**config.mk**
```make
export PLATFORM = sky130hd
export DESIGN_NAME = slcd_cmd_rx
export DESIGN_NICKNAME = d
export VERILOG_FILES = /design/src/rtl/slcd_pkg.sv /design/src/rtl/slcd_in_sync.sv /design/src/rtl/slcd_frame_fsm.sv /design/src/rtl/slcd_store.sv /design/src/rtl/slcd_cmd_rx.sv
export SDC_FILE = /design/constraint.sdc
export NUM_CORES = 1
export LEC_CHECK = 0
export BUFFER_PORTS_ARGS = -buffer_cell sky130_fd_sc_hd__buf_2
export CAP_MARGIN = 20
export CORE_AREA = 2 2 246 248
export CTS_CLUSTER_DIAMETER = 200
export DETAILED_ROUTE_END_ITERATION = 12
export DIE_AREA = 0 0 248 250
export MAX_ROUTING_LAYER = met4
export PLACE_DENSITY = 0.9
export SYNTH_ARGS = -nofsm -noshare
export SYNTH_HDL_FRONTEND = slang
export SYNTH_HIERARCHICAL = 1
export SYNTH_SLANG_ARGS = --single-unit
```
**constraint.sdc**
```tcl
create_clock -name clk -period 3.1 [get_ports clk]
set_input_delay 0.62 -clock clk [delete_from_list [all_inputs] [get_ports clk]]
set_output_delay 0.62 -clock clk [all_outputs]
set_load 0.01 [all_outputs]
```
**src/rtl/slcd_pkg.sv**
```systemverilog
package slcd_pkg;

    localparam int unsigned KS_N        = 6;
    localparam int unsigned GP_N        = 4;
    localparam int unsigned CT_W        = 4;
    localparam int unsigned CT_MAX      = 10;
    localparam int unsigned DT_W        = 2;
    localparam int unsigned CTRL_FIELDS = KS_N + GP_N + CT_W + 3 + DT_W;

    // receive sequencer states
    typedef enum logic [1:0] {
        S_ADDR   = 2'd0,
        S_DATA   = 2'd1,
        S_SKIP   = 2'd2,
        S_COMMIT = 2'd3
    } rx_state_e;

    typedef struct packed {
        logic [KS_N-1:0] ks;
        logic [GP_N-1:0] gp;
        logic [CT_W-1:0] ct;
        logic            ctc;
        logic            sc;
        logic            sp;
        logic [DT_W-1:0] dt;
    } ctrl_t;

endpackage

```
**src/rtl/slcd_in_sync.sv**
```systemverilog
module slcd_in_sync (
    input  logic clk,
    input  logic rst_n,
    input  logic ce_i,
    input  logic cl_i,
    input  logic sd_i,
    output logic ce_lvl_o,
    output logic ce_rise_o,
    output logic ce_fall_o,
    output logic cl_rise_o,
    output logic sd_lvl_o
);

    logic [2:0] s1_q;
    logic [1:0] s2_q;

    always_ff @(posedge clk or negedge rst_n) begin
        if (!rst_n) begin
            s1_q <= '0;
            s2_q <= '0;
        end else begin
            s1_q <= {sd_i, cl_i, ce_i};
            s2_q <= s1_q[1:0];
        end
    end

    assign ce_lvl_o  = s1_q[0];
    assign ce_rise_o = s1_q[0] & ~s2_q[0];
    assign ce_fall_o = ~s1_q[0] & s2_q[0];
    assign cl_rise_o = s1_q[1] & ~s2_q[1];
    assign sd_lvl_o  = s1_q[2];

endmodule

```
**src/rtl/slcd_frame_fsm.sv**
```systemverilog
module slcd_frame_fsm
    import slcd_pkg::*;
#(
    parameter int unsigned            ADDR_W    = 8,
    parameter logic [ADDR_W-1:0]      DEV_ADDR  = 8'h42,
    parameter int unsigned            BANKS     = 4,
    parameter int unsigned            BANK_BITS = 150,
    parameter int unsigned            DISP_PAD  = 6,
    parameter int unsigned            CTRL_PAD  = 5,
    parameter int unsigned            DIR_W     = 4,
    parameter logic [DIR_W-1:0]       CTRL_CODE = 4'b0100
) (
    input  logic                 clk,
    input  logic                 rst_n,
    input  logic                 ce_lvl,
    input  logic                 ce_rise,
    input  logic                 ce_fall,
    input  logic                 cl_rise,
    input  logic                 sd_lvl,
    output logic [BANKS-1:0]     bank_we_o,
    output logic [BANK_BITS-1:0] bank_data_o,
    output logic                 ctrl_we_o,
    output ctrl_t                ctrl_new_o
);

    localparam int unsigned SEL_W  = $clog2(BANKS);
    localparam int unsigned DLEN   = BANK_BITS + DISP_PAD + DIR_W;
    localparam int unsigned CLEN   = CTRL_FIELDS + CTRL_PAD + DIR_W;
    localparam int unsigned CNT_W  = $clog2(DLEN + 2);
    localparam int unsigned ACNT_W = $clog2(ADDR_W + 1);
    localparam logic [CNT_W-1:0]  CNT_SAT   = CNT_W'(DLEN + 1);
    localparam logic [CNT_W-1:0]  CNT_DISP  = CNT_W'(DLEN);
    localparam logic [CNT_W-1:0]  CNT_CTRL  = CNT_W'(CLEN);
    localparam logic [ACNT_W-1:0] ADDR_FULL = ACNT_W'(ADDR_W);
    localparam int unsigned O_GP  = KS_N;
    localparam int unsigned O_CT  = O_GP + GP_N;
    localparam int unsigned O_CTC = O_CT + CT_W;
    localparam int unsigned O_DT  = O_CTC + 3;

    rx_state_e         state_q, state_d;
    logic [ADDR_W-1:0] addr_sr;
    logic [ACNT_W-1:0] addr_cnt;
    logic [DLEN-1:0]   sh_q;
    logic [CNT_W-1:0]  cnt_q;
    logic              addr_hit;
    logic [DIR_W-1:0]  dir;
    logic              disp_hit;
    logic              ctrl_hit;
    logic [CTRL_FIELDS-1:0] fld;

    assign addr_hit = (addr_cnt == ADDR_FULL) && (addr_sr == DEV_ADDR);

    // state register
    always_ff @(posedge clk or negedge rst_n) begin
        if (!rst_n) state_q <= S_ADDR;
        else        state_q <= state_d;
    end

    // transitions: MATCH, MISS, END, DONE, DROP
    always_comb begin
        state_d = state_q;
        unique case (state_q)
            S_ADDR:   if (ce_rise) state_d = addr_hit ? S_DATA : S_SKIP;
            S_DATA:   if (ce_fall) state_d = S_COMMIT;
            S_SKIP:   if (ce_fall) state_d = S_ADDR;
            S_COMMIT: state_d = S_ADDR;
            default:  state_d = S_ADDR;
        endcase
    end

    // shift and count registers
    always_ff @(posedge clk or negedge rst_n) begin
        if (!rst_n) begin
            addr_sr  <= '0;
            addr_cnt <= '0;
            sh_q     <= '0;
            cnt_q    <= '0;
        end else begin
            unique case (state_q)
                S_ADDR: begin
                    if (ce_rise) begin
                        sh_q  <= '0;
                        cnt_q <= '0;
                    end else if (cl_rise && !ce_lvl) begin
                        addr_sr <= {sd_lvl, addr_sr[ADDR_W-1:1]};
                        if (addr_cnt != ADDR_FULL) addr_cnt <= addr_cnt + 1'b1;
                    end
                end
                S_DATA: begin
                    if (cl_rise && ce_lvl) begin
                        sh_q <= {sh_q[DLEN-2:0], sd_lvl};
                        if (cnt_q != CNT_SAT) cnt_q <= cnt_q + 1'b1;
                    end
                end
                S_SKIP: begin
                    if (ce_fall) addr_cnt <= '0;
                end
                S_COMMIT: begin
                    addr_cnt <= '0;
                end
                default: ;
            endcase
        end
    end

    // frame decode, live only in COMMIT
    always_comb begin
        dir      = sh_q[DIR_W-1:0];
        disp_hit = (state_q == S_COMMIT) && (cnt_q == CNT_DISP)
                   && (dir[DIR_W-1:SEL_W] == '0)
                   && (sh_q[DIR_W+DISP_PAD-1:DIR_W] == '0);
        ctrl_hit = (state_q == S_COMMIT) && (cnt_q == CNT_CTRL)
                   && (dir == CTRL_CODE)
                   && (sh_q[DIR_W+CTRL_PAD-1:DIR_W] == '0);
        for (int b = 0; b < BANKS; b++) begin
            bank_we_o[b] = disp_hit && (dir[SEL_W-1:0] == SEL_W'(b));
        end
        ctrl_we_o = ctrl_hit;
    end

    // first received payload bit lands at index 0
    for (genvar i = 0; i < BANK_BITS; i++) begin : g_bank_bit
        assign bank_data_o[i] = sh_q[DLEN-1-i];
    end

    for (genvar k = 0; k < CTRL_FIELDS; k++) begin : g_ctrl_bit
        assign fld[k] = sh_q[CLEN-1-k];
    end

    assign ctrl_new_o.ks  = fld[KS_N-1:0];
    assign ctrl_new_o.gp  = fld[O_GP +: GP_N];
    assign ctrl_new_o.ct  = fld[O_CT +: CT_W];
    assign ctrl_new_o.ctc = fld[O_CTC];
    assign ctrl_new_o.sc  = fld[O_CTC+1];
    assign ctrl_new_o.sp  = fld[O_CTC+2];
    assign ctrl_new_o.dt  = fld[O_DT +: DT_W];

    p_one_target_r3: assert property (@(posedge clk) disable iff (!rst_n)
        $onehot0({ctrl_we_o, bank_we_o}));

    p_match_before_data_r2: assert property (@(posedge clk) disable iff (!rst_n)
        (state_q == S_DATA) |-> ((addr_cnt == ADDR_FULL) && (addr_sr == DEV_ADDR)));

    p_commit_follows_data_r7: assert property (@(posedge clk) disable iff (!rst_n)
        (state_q == S_COMMIT) |-> ($past(state_q) == S_DATA));

    p_count_bounded_r6: assert property (@(posedge clk) disable iff (!rst_n)
        cnt_q <= CNT_SAT);

endmodule

```
**src/rtl/slcd_store.sv**
```systemverilog
module slcd_store
    import slcd_pkg::*;
#(
    parameter int unsigned BANKS     = 4,
    parameter int unsigned BANK_BITS = 150
) (
    input  logic                       clk,
    input  logic                       rst_n,
    input  logic [BANKS-1:0]           bank_we,
    input  logic [BANK_BITS-1:0]       bank_data,
    input  logic                       ctrl_we,
    input  ctrl_t                      ctrl_new,
    output logic [BANKS*BANK_BITS-1:0] disp_o,
    output ctrl_t                      ctrl_o
);

    localparam logic [CT_W-1:0] CT_LIMIT = CT_W'(CT_MAX);

    ctrl_t ctrl_q;
    logic  ct_ok;

    for (genvar b = 0; b < BANKS; b++) begin : g_bank
        logic [BANK_BITS-1:0] q;
        always_ff @(posedge clk or negedge rst_n) begin
            if (!rst_n)          q <= '0;
            else if (bank_we[b]) q <= bank_data;
        end
        assign disp_o[b*BANK_BITS +: BANK_BITS] = q;
    end

    assign ct_ok = (ctrl_new.ct <= CT_LIMIT);

    always_ff @(posedge clk or negedge rst_n) begin
        if (!rst_n) begin
            ctrl_q <= '0;
        end else if (ctrl_we) begin
            ctrl_q.ks  <= ctrl_new.ks;
            ctrl_q.gp  <= ctrl_new.gp;
            ctrl_q.ctc <= ctrl_new.ctc;
            ctrl_q.sc  <= ctrl_new.sc;
            ctrl_q.sp  <= ctrl_new.sp;
            ctrl_q.dt  <= ctrl_new.dt;
            if (ct_ok) ctrl_q.ct <= ctrl_new.ct;
        end
    end

    assign ctrl_o = ctrl_q;

    p_contrast_legal_r5: assert property (@(posedge clk) disable iff (!rst_n)
        ctrl_q.ct <= CT_LIMIT);

    p_reject_keeps_ct_r5: assert property (@(posedge clk) disable iff (!rst_n)
        (ctrl_we && (ctrl_new.ct > CT_LIMIT)) |=> $stable(ctrl_q.ct));

    p_hold_when_idle_r7: assert property (@(posedge clk) disable iff (!rst_n)
        (!ctrl_we && (bank_we == '0)) |=> ($stable(disp_o) && $stable(ctrl_q)));

endmodule

```
**src/rtl/slcd_cmd_rx.sv**
```systemverilog
module slcd_cmd_rx
    import slcd_pkg::*;
#(
    parameter int unsigned       ADDR_W    = 8,
    parameter logic [ADDR_W-1:0] DEV_ADDR  = 8'h42,
    parameter int unsigned       BANKS     = 4,
    parameter int unsigned       BANK_BITS = 150,
    parameter int unsigned       DISP_PAD  = 6,
    parameter int unsigned       CTRL_PAD  = 5,
    parameter int unsigned       DIR_W     = 4,
    parameter logic [DIR_W-1:0]  CTRL_CODE = 4'b0100
) (
    input  logic                       clk,
    input  logic                       rst_n,
    input  logic                       ce,
    input  logic                       scl,
    input  logic                       sdi,
    output logic [BANKS*BANK_BITS-1:0] disp_bits,
    output logic [KS_N-1:0]            ks_level,
    output logic [GP_N-1:0]            gp_port,
    output logic [CT_W-1:0]            contrast,
    output logic                       contrast_en,
    output logic                       seg_blank,
    output logic                       sleep_mode,
    output logic [DT_W-1:0]            duty_sel
);

    logic                 ce_lvl, ce_rise, ce_fall, cl_rise, sd_lvl;
    logic [BANKS-1:0]     bank_we;
    logic [BANK_BITS-1:0] bank_data;
    logic                 ctrl_we;
    ctrl_t                ctrl_new;
    ctrl_t                ctrl_cur;

    slcd_in_sync u_sync (
        .clk       (clk),
        .rst_n     (rst_n),
        .ce_i      (ce),
        .cl_i      (scl),
        .sd_i      (sdi),
        .ce_lvl_o  (ce_lvl),
        .ce_rise_o (ce_rise),
        .ce_fall_o (ce_fall),
        .cl_rise_o (cl_rise),
        .sd_lvl_o  (sd_lvl)
    );

    slcd_frame_fsm #(
        .ADDR_W    (ADDR_W),
        .DEV_ADDR  (DEV_ADDR),
        .BANKS     (BANKS),
        .BANK_BITS (BANK_BITS),
        .DISP_PAD  (DISP_PAD),
        .CTRL_PAD  (CTRL_PAD),
        .DIR_W     (DIR_W),
        .CTRL_CODE (CTRL_CODE)
    ) u_fsm (
        .clk         (clk),
        .rst_n       (rst_n),
        .ce_lvl      (ce_lvl),
        .ce_rise     (ce_rise),
        .ce_fall     (ce_fall),
        .cl_rise     (cl_rise),
        .sd_lvl      (sd_lvl),
        .bank_we_o   (bank_we),
        .bank_data_o (bank_data),
        .ctrl_we_o   (ctrl_we),
        .ctrl_new_o  (ctrl_new)
    );

    slcd_store #(
        .BANKS     (BANKS),
        .BANK_BITS (BANK_BITS)
    ) u_store (
        .clk       (clk),
        .rst_n     (rst_n),
        .bank_we   (bank_we),
        .bank_data (bank_data),
        .ctrl_we   (ctrl_we),
        .ctrl_new  (ctrl_new),
        .disp_o    (disp_bits),
        .ctrl_o    (ctrl_cur)
    );

    assign ks_level    = ctrl_cur.ks;
    assign gp_port     = ctrl_cur.gp;
    assign contrast    = ctrl_cur.ct;
    assign contrast_en = ctrl_cur.ctc;
    assign seg_blank   = ctrl_cur.sc;
    assign sleep_mode  = ctrl_cur.sp;
    assign duty_sel    = ctrl_cur.dt;

endmodule

```
Yosys cells after proc, flatten, opt, wreduce, memory -nomap -nowiden
Cells that the tools add are included.
{ "word_totals": {"reg_bits": 806, "inputBits": 5, "elab_cells": 93} }
{ "classes": {"addsub": 2, "magnitude_cmp": 1, "eq_ne": 21, "muxes": 17, "bitwise": 7, "reduce_logical": 27} }
{ "ops": {"columns": ["cell", "count"], "rows": [
  ["$mux 160", 2],
  ["$pmux 160 s2", 1],
  ["$mux 8", 3],
  ["$mux 4", 4],
  ["$pmux 8 s2", 1],
  ["$logic_and 1x1->1", 13],
  ["$pmux 4 s3", 1],
  ["$reduce_and 3->1", 3],
  ["$add 8x1->8 const B", 1],
  ["$eq 2x2->1 const B", 4],
  ["$eq 8x5->1 const B", 1],
  ["$eq 8x7->1 const B", 1],
  ["$eq 8x8->1 const B", 1],
  ["$mux 2", 4],
  ["$ne 2x1->1 const B", 4],
  ["$ne 2x2->1 const B", 4],
  ["$ne 8x8->1 const B", 1],
  ["$pmux 2 s4", 1],
  ["$logic_not 2->1", 3],
  ["$logic_not 6->1", 1],
  ["$logic_not 5->1", 1],
  ["$reduce_and 5->1", 1],
  ["$add 4x1->4 const B", 1],
  ["$eq 2x1->1 const B", 2],
  ["11 further kinds", 16]
]} }

Longest topological paths before layout
{ "logic_depth": {"depth_word": 6, "depth_mapped": 10, "depth_no_buf": 8} }

Hierarchy
The synthesis kept the hierarchy.
{ "by_module_without_submodules": {"columns": ["mod", "n_inst", "cells_each", "area_each_um2", "seq_area_each_um2"], "rows": [
  ["slcd_store", 1, 1321, 24656.1, 15489.9],
  ["slcd_frame_fsm", 1, 648, 8079.0, 4554.4],
  ["slcd_in_sync", 1, 8, 146.4, 125.1]
]} }

Worst setup path after synthesis
OpenSTA, ideal clock, no wires.
{ "synth_path": {"path_kind": "reg2reg", "start": "reg u_fsm.cnt_q[0]", "end": "reg u_store.g_bank[3].q[100]", "setup_time_ps": 125, "arrival_time_ps": 2337, "t_required_ps": 2975, "slack_ps": 638, "path_stages_with_launch": 11, "path_buffers": 3, "period_less_slack_ps": 2462, "cell_sequence": "dfrtp_1 > inv_1 > ha_1 > nor3b_1 > nand4_1 > or4_1 > nor3_1 > clkbuf_2 > buf_6 > buf_6 > mux2_4"} }
{ "synth_via": {"elab_chain_len": 5} }
{ "synth_lines": {"columns": ["element", "line", "source"], "rows": [
  ["start, declared", "slcd_frame_fsm.sv:44", "logic [CNT_W-1:0] cnt_q;"],
  ["start signal, assigned", "slcd_frame_fsm.sv:92", "if (cnt_q != CNT_SAT) cnt_q <= cnt_q + 1'b1;"],
  ["$eq 8x8->1", "slcd_frame_fsm.sv:109", "disp_hit = (state_q == S_COMMIT) && (cnt_q == CNT_DISP)"],
  ["$logic_and 1x1->1", "slcd_frame_fsm.sv:109", null],
  ["$logic_and 1x1->1", "slcd_frame_fsm.sv:110", "&& (dir[DIR_W-1:SEL_W] == '0)"],
  ["$logic_and 1x1->1", "slcd_frame_fsm.sv:111", "&& (sh_q[DIR_W+DISP_PAD-1:DIR_W] == '0);"],
  ["$logic_and 1x1->1", "slcd_frame_fsm.sv:116", "bank_we_o[b] = disp_hit && (dir[SEL_W-1:0] == SEL_W'(b));"],
  ["named net bank_we[3]", "slcd_cmd_rx.sv:29", "logic [BANKS-1:0] bank_we;"],
  ["end signal, assigned", "slcd_store.sv:26", "else if (bank_we[b]) q <= bank_data;"],
  ["end, declared", "slcd_store.sv:23", "logic [BANK_BITS-1:0] q;"]
]} }
The timed path passes the listed nets, and every way through them passes these cells.
A chain may end at the register's enable or synchronous reset.

Final worst setup path
{ "layout_path": {"start": "reg u_fsm.cnt_q[0]", "end": "reg u_store.g_bank[2].q[113]"} }
{ "layout_via": {"elab_chain_len": 5} }
{ "layout_lines": {"columns": ["element", "line"], "rows": [
  ["$eq 8x8->1", "slcd_frame_fsm.sv:109"],
  ["$logic_and 1x1->1", "slcd_frame_fsm.sv:109"],
  ["$logic_and 1x1->1", "slcd_frame_fsm.sv:110"],
  ["$logic_and 1x1->1", "slcd_frame_fsm.sv:111"],
  ["$logic_and 1x1->1", "slcd_frame_fsm.sv:116"],
  ["named net bank_we[2]", "slcd_cmd_rx.sv:29"],
  ["end signal, assigned", "slcd_store.sv:26"],
  ["end, declared", "slcd_store.sv:23"]
]} }
The timed path passes the listed nets, and every way through them passes these cells.

==> impl_metrics.toml <==
[timing]
holdWs_ns = 0.105
final.setup.tns_ns = 0
finalSetupViolCount = 0
setup_ws_ns = 0.124
min_period_ns = 2.98
hold_violations = 0
slew_violations = 0
slew_headroom_pct = 55.8
grt_setup_unrepaired = "false"
clock_skew_ns = 0.0294
fmax_mhz = 336
period_share_pct = 96.0
worst_pin_slew_ns = 0.663

[power_and_ir_drop]
p_comb_share_pct = 2.0
p_leak_uw = 0.0210
switching_share_pct = 21.3
clkPwrFrac_pct = 48.1
ir_worst_vdd_v = 0.000608
p_int_uw = 16700
power_switching_uw = 4540
pwr-share-seq_pct = 49.9
p_per_area_nw_per_um2 = 548

[clock_network]
cts.sinks = 806
tritoncts = "built"
path_clk_slew_ns = 0.06
clockBufferDepth = 3
cts_buffers = 81
clock_latency_ns = 0.63
post_cts_resized = 0
h-tree-depth = 3
root_buffer = "clkbuf_16"

[worst_hold_path]
hold-path-endpoint = "u_sync/s1_q[1]"
worstHoldStart = "scl"
hold_path_class = "input pin to flop"
hold_depth = 1

[routing]
wl_per_cell_um = 26.4
drtIter0Drc = 1332
ant_nets = 0
dr.pass1.iters = 6
route.detailed.drc = 0
num_vias = 19600
wl_mm = 88.4
viasPerCell = 5.85

[synthesis]
yosysWarnings = 6
synthMuxAreaShare_pct = 26.0
synth_top_family_by_area = "multiplexers"
syn-num-nets = 1987
avgSynthCellArea_sq_um = 16.6
ys_types = 51
synth_top_area_cell = "dfrtp_1"
synth_top_area_share_pct = 61.3
async_reset_ff_share_pct = 100
synth_compound_area_share_pct = 4.83
synthAdderAreaFrac_pct = 0.190
synth-edff-count = 0
synthTopCellsByArea = "dfrtp_1 (61%), mux2_4 (18%), mux2_2 (7.6%), a22o_1 (4.2%), buf_4 (3.9%)"
yosysSeqAreaShare_pct = 61.3
ys_ff_latch = 806
synth_xor_area_share_pct = 0.0533
synth_cells = 1977
ys.flop_type = "dfrtp_1"
synth.cell_area_sq_um = 32900
yosys.area_share.simple_pct = 1.18

[cells_and_area]
layout_commonest_cell = "dfrtp_1"
fin_nets = 2510
drive_gt1_share_pct = 57.8
area_growth_pct = 17.9
fin_area_sq_um = 38800
nFillCells = 3736
utilization_pct = 65.1
mostFrequentLayoutCells = "dfrtp_1 (806), buf_2 (622), mux2_4 (400)"

[global_routing]
grt_max_degree = 121
grt_overflow_total = 0
grtUsageMet2_pct = 46.3
grt_busiest_layer = "met2"
met1_usage_pct = 35.2
met3_usage_pct = 6.95
grt_pass1_wl_mm = 134
grt_pass1_vias = 20900
track_usage_pct = 29.1
antenna_found_initial = 0

[place]
hpwl_mm = 57.3
placed_area_sq_um = 36000
port_buffers = 623
dp_worst_setup_slack_ns = 0.200
gp_congestion = 0.882

[setup_path]
path_max_fanout = 29
r2r_setup_slack_ns = 0.12
reg2reg_depth = 9
cp_cell_sequence = "inv_1, ha_1, nor3b_1, nand4_1, or4_1, nor3_2, buf_12, buf_12, mux2_4"
slowest_stage = "or4_1"
crit-reg2reg-launch = "u_fsm/cnt_q[0]"
crit_arrival_ns = 3.47
timing.rr.end = "u_store/g_bank[2].q[113]"
cp.required_ns = 3.60
critPathMaxStageDelay_ns = 0.62
end_kind = "flop"
setup.worst_path.start_class = "flop"
worstSetupPathType = "flop to flop"
cpMostUsedCell = "buf_12"

[floorplanning]
io_pins = 624
fp.dieH_um = 250
core_sq_um = 59600
dieArea_sq_um = 62000
initial_utilization_pct = 55.2
die_w_um = 248
rows = 90

[flow_run]
maxCapViolations = 0

[status]
status = "finished clean"
==> Yosys cell counts, drive strengths merged (2+ instances only) <==
| cell | instances |
|---|---|
| inv | 9 |
| nor4 | 2 |
| mux2i | 2 |
| a31oi | 5 |
| or3 | 2 |
| buf | 259 |
| nor2 | 14 |
| nand4 | 2 |
| nand3 | 6 |
| and4b | 2 |
| nor3b | 3 |
| clkbuf | 17 |
| ha | 5 |
| o21ai | 8 |
| a22o | 158 |
| nand2 | 8 |
| nor4b | 3 |
| a21oi | 9 |
| dfrtp | 806 |
| a211oi | 3 |
| nor2b | 4 |
| mux2 | 623 |
| nor3 | 9 |
==> what timing repair did <==
action / CTS / global route
buffers inserted: 0 / 0
endpoints found under the setup margin: 0 / 0
hold buffers: 1 / 0
hold endpoints to repair: 10 / 0
==> layer usage <==
layer | vias up | wire, um
met4 | 0 | 4090
met3 | 241 | 7240
met5 | - | 0
met2 | 1045 | 43800
met1 | 10400 | 33200
li1 | 7920 | -
==> how the worst max path moves through the flow <==
stage | startpoint | endpoint | slack, ns
finish | u_fsm/cnt_q[0] | u_store/g_bank[2].q[113] | 0.12
global route | u_fsm/cnt_q[0] | u_store/g_bank[1].q[111] | 0.004
CTS | u_fsm/cnt_q[0] | u_store/g_bank[1].q[111] | 0.16
detailed placement | u_fsm/cnt_q[1] | u_store/g_bank[1].q[104] | 0.20
global placement | u_fsm/cnt_q[0] | u_store/g_bank[1].q[69] | 0.19
floorplan | u_fsm/cnt_q[0] | u_store/g_bank[3].q[100] | 0.64
==> cell families after synthesis <==
group	Yosys count
simple gates	64
fa+ha+maj	5
mux	625
buf+inv	285
xor+xnor	2
compound gates	190
flops	806
==> flip-flops by register name, summed over array words and instances, names as in the netlist, 3 cells and up <==
register	count
u_sync/s1_q	3
u_store/ctrl_o	19
u_fsm/addr_cnt	4
u_fsm/cnt_q	8
u_fsm/sh_q	160
u_store/g_bank.q	600
u_fsm/addr_sr	8
==> cell type report <==
type | instances | area, sq um | area share [%]
Sequential cell | 806 | 20200 | 52.0
Multi-Input combinational cell | 886 | 10600 | 27.4
Timing Repair Buffer | 716 | 4170 | 10.7
Clock buffer | 114 | 2340 | 6.05
Tap cell | 782 | 978 | 2.52
Clock inverter | 31 | 444 | 1.15
Inverter | 9 | 33.8 | 0.0871
Antenna cell | 1 | 2.50 | 0.00646
==> metrics by stage <==
step / power (uW) / std cells
floorplan: 10900 / 1977
global placement: 11200 / 3198
detailed placement: 11200 / 3198
CTS: 21400 / 3344
global route: 21900 / 3344
finish: 21300 / 3345
==> power groups by stage <==
stage | clock network (uW) | logic, uW | registers (uW)
5_1_grt | 10800 | 471 | 10600
6_report | 10200 | 415 | 10600
3_5_place_dp | 0 | 414 | 10800
2_1_floorplan | 0 | 128 | 10800
4_1_cts | 10400 | 424 | 10600
3_3_place_gp | 0 | 388 | 10800
==> critical path: cells and delay by family, from the launching register on <==
family | cells | cell delay (ns)
muxes | 1 | 0.36
buffers and inverters | 3 | 0.63
DFF | 1 | 0.44
adders and majority gates | 1 | 0.13
and+or+nand+nor | 4 | 1.23
No activity file was read; power rests on OpenSTA's default activity.
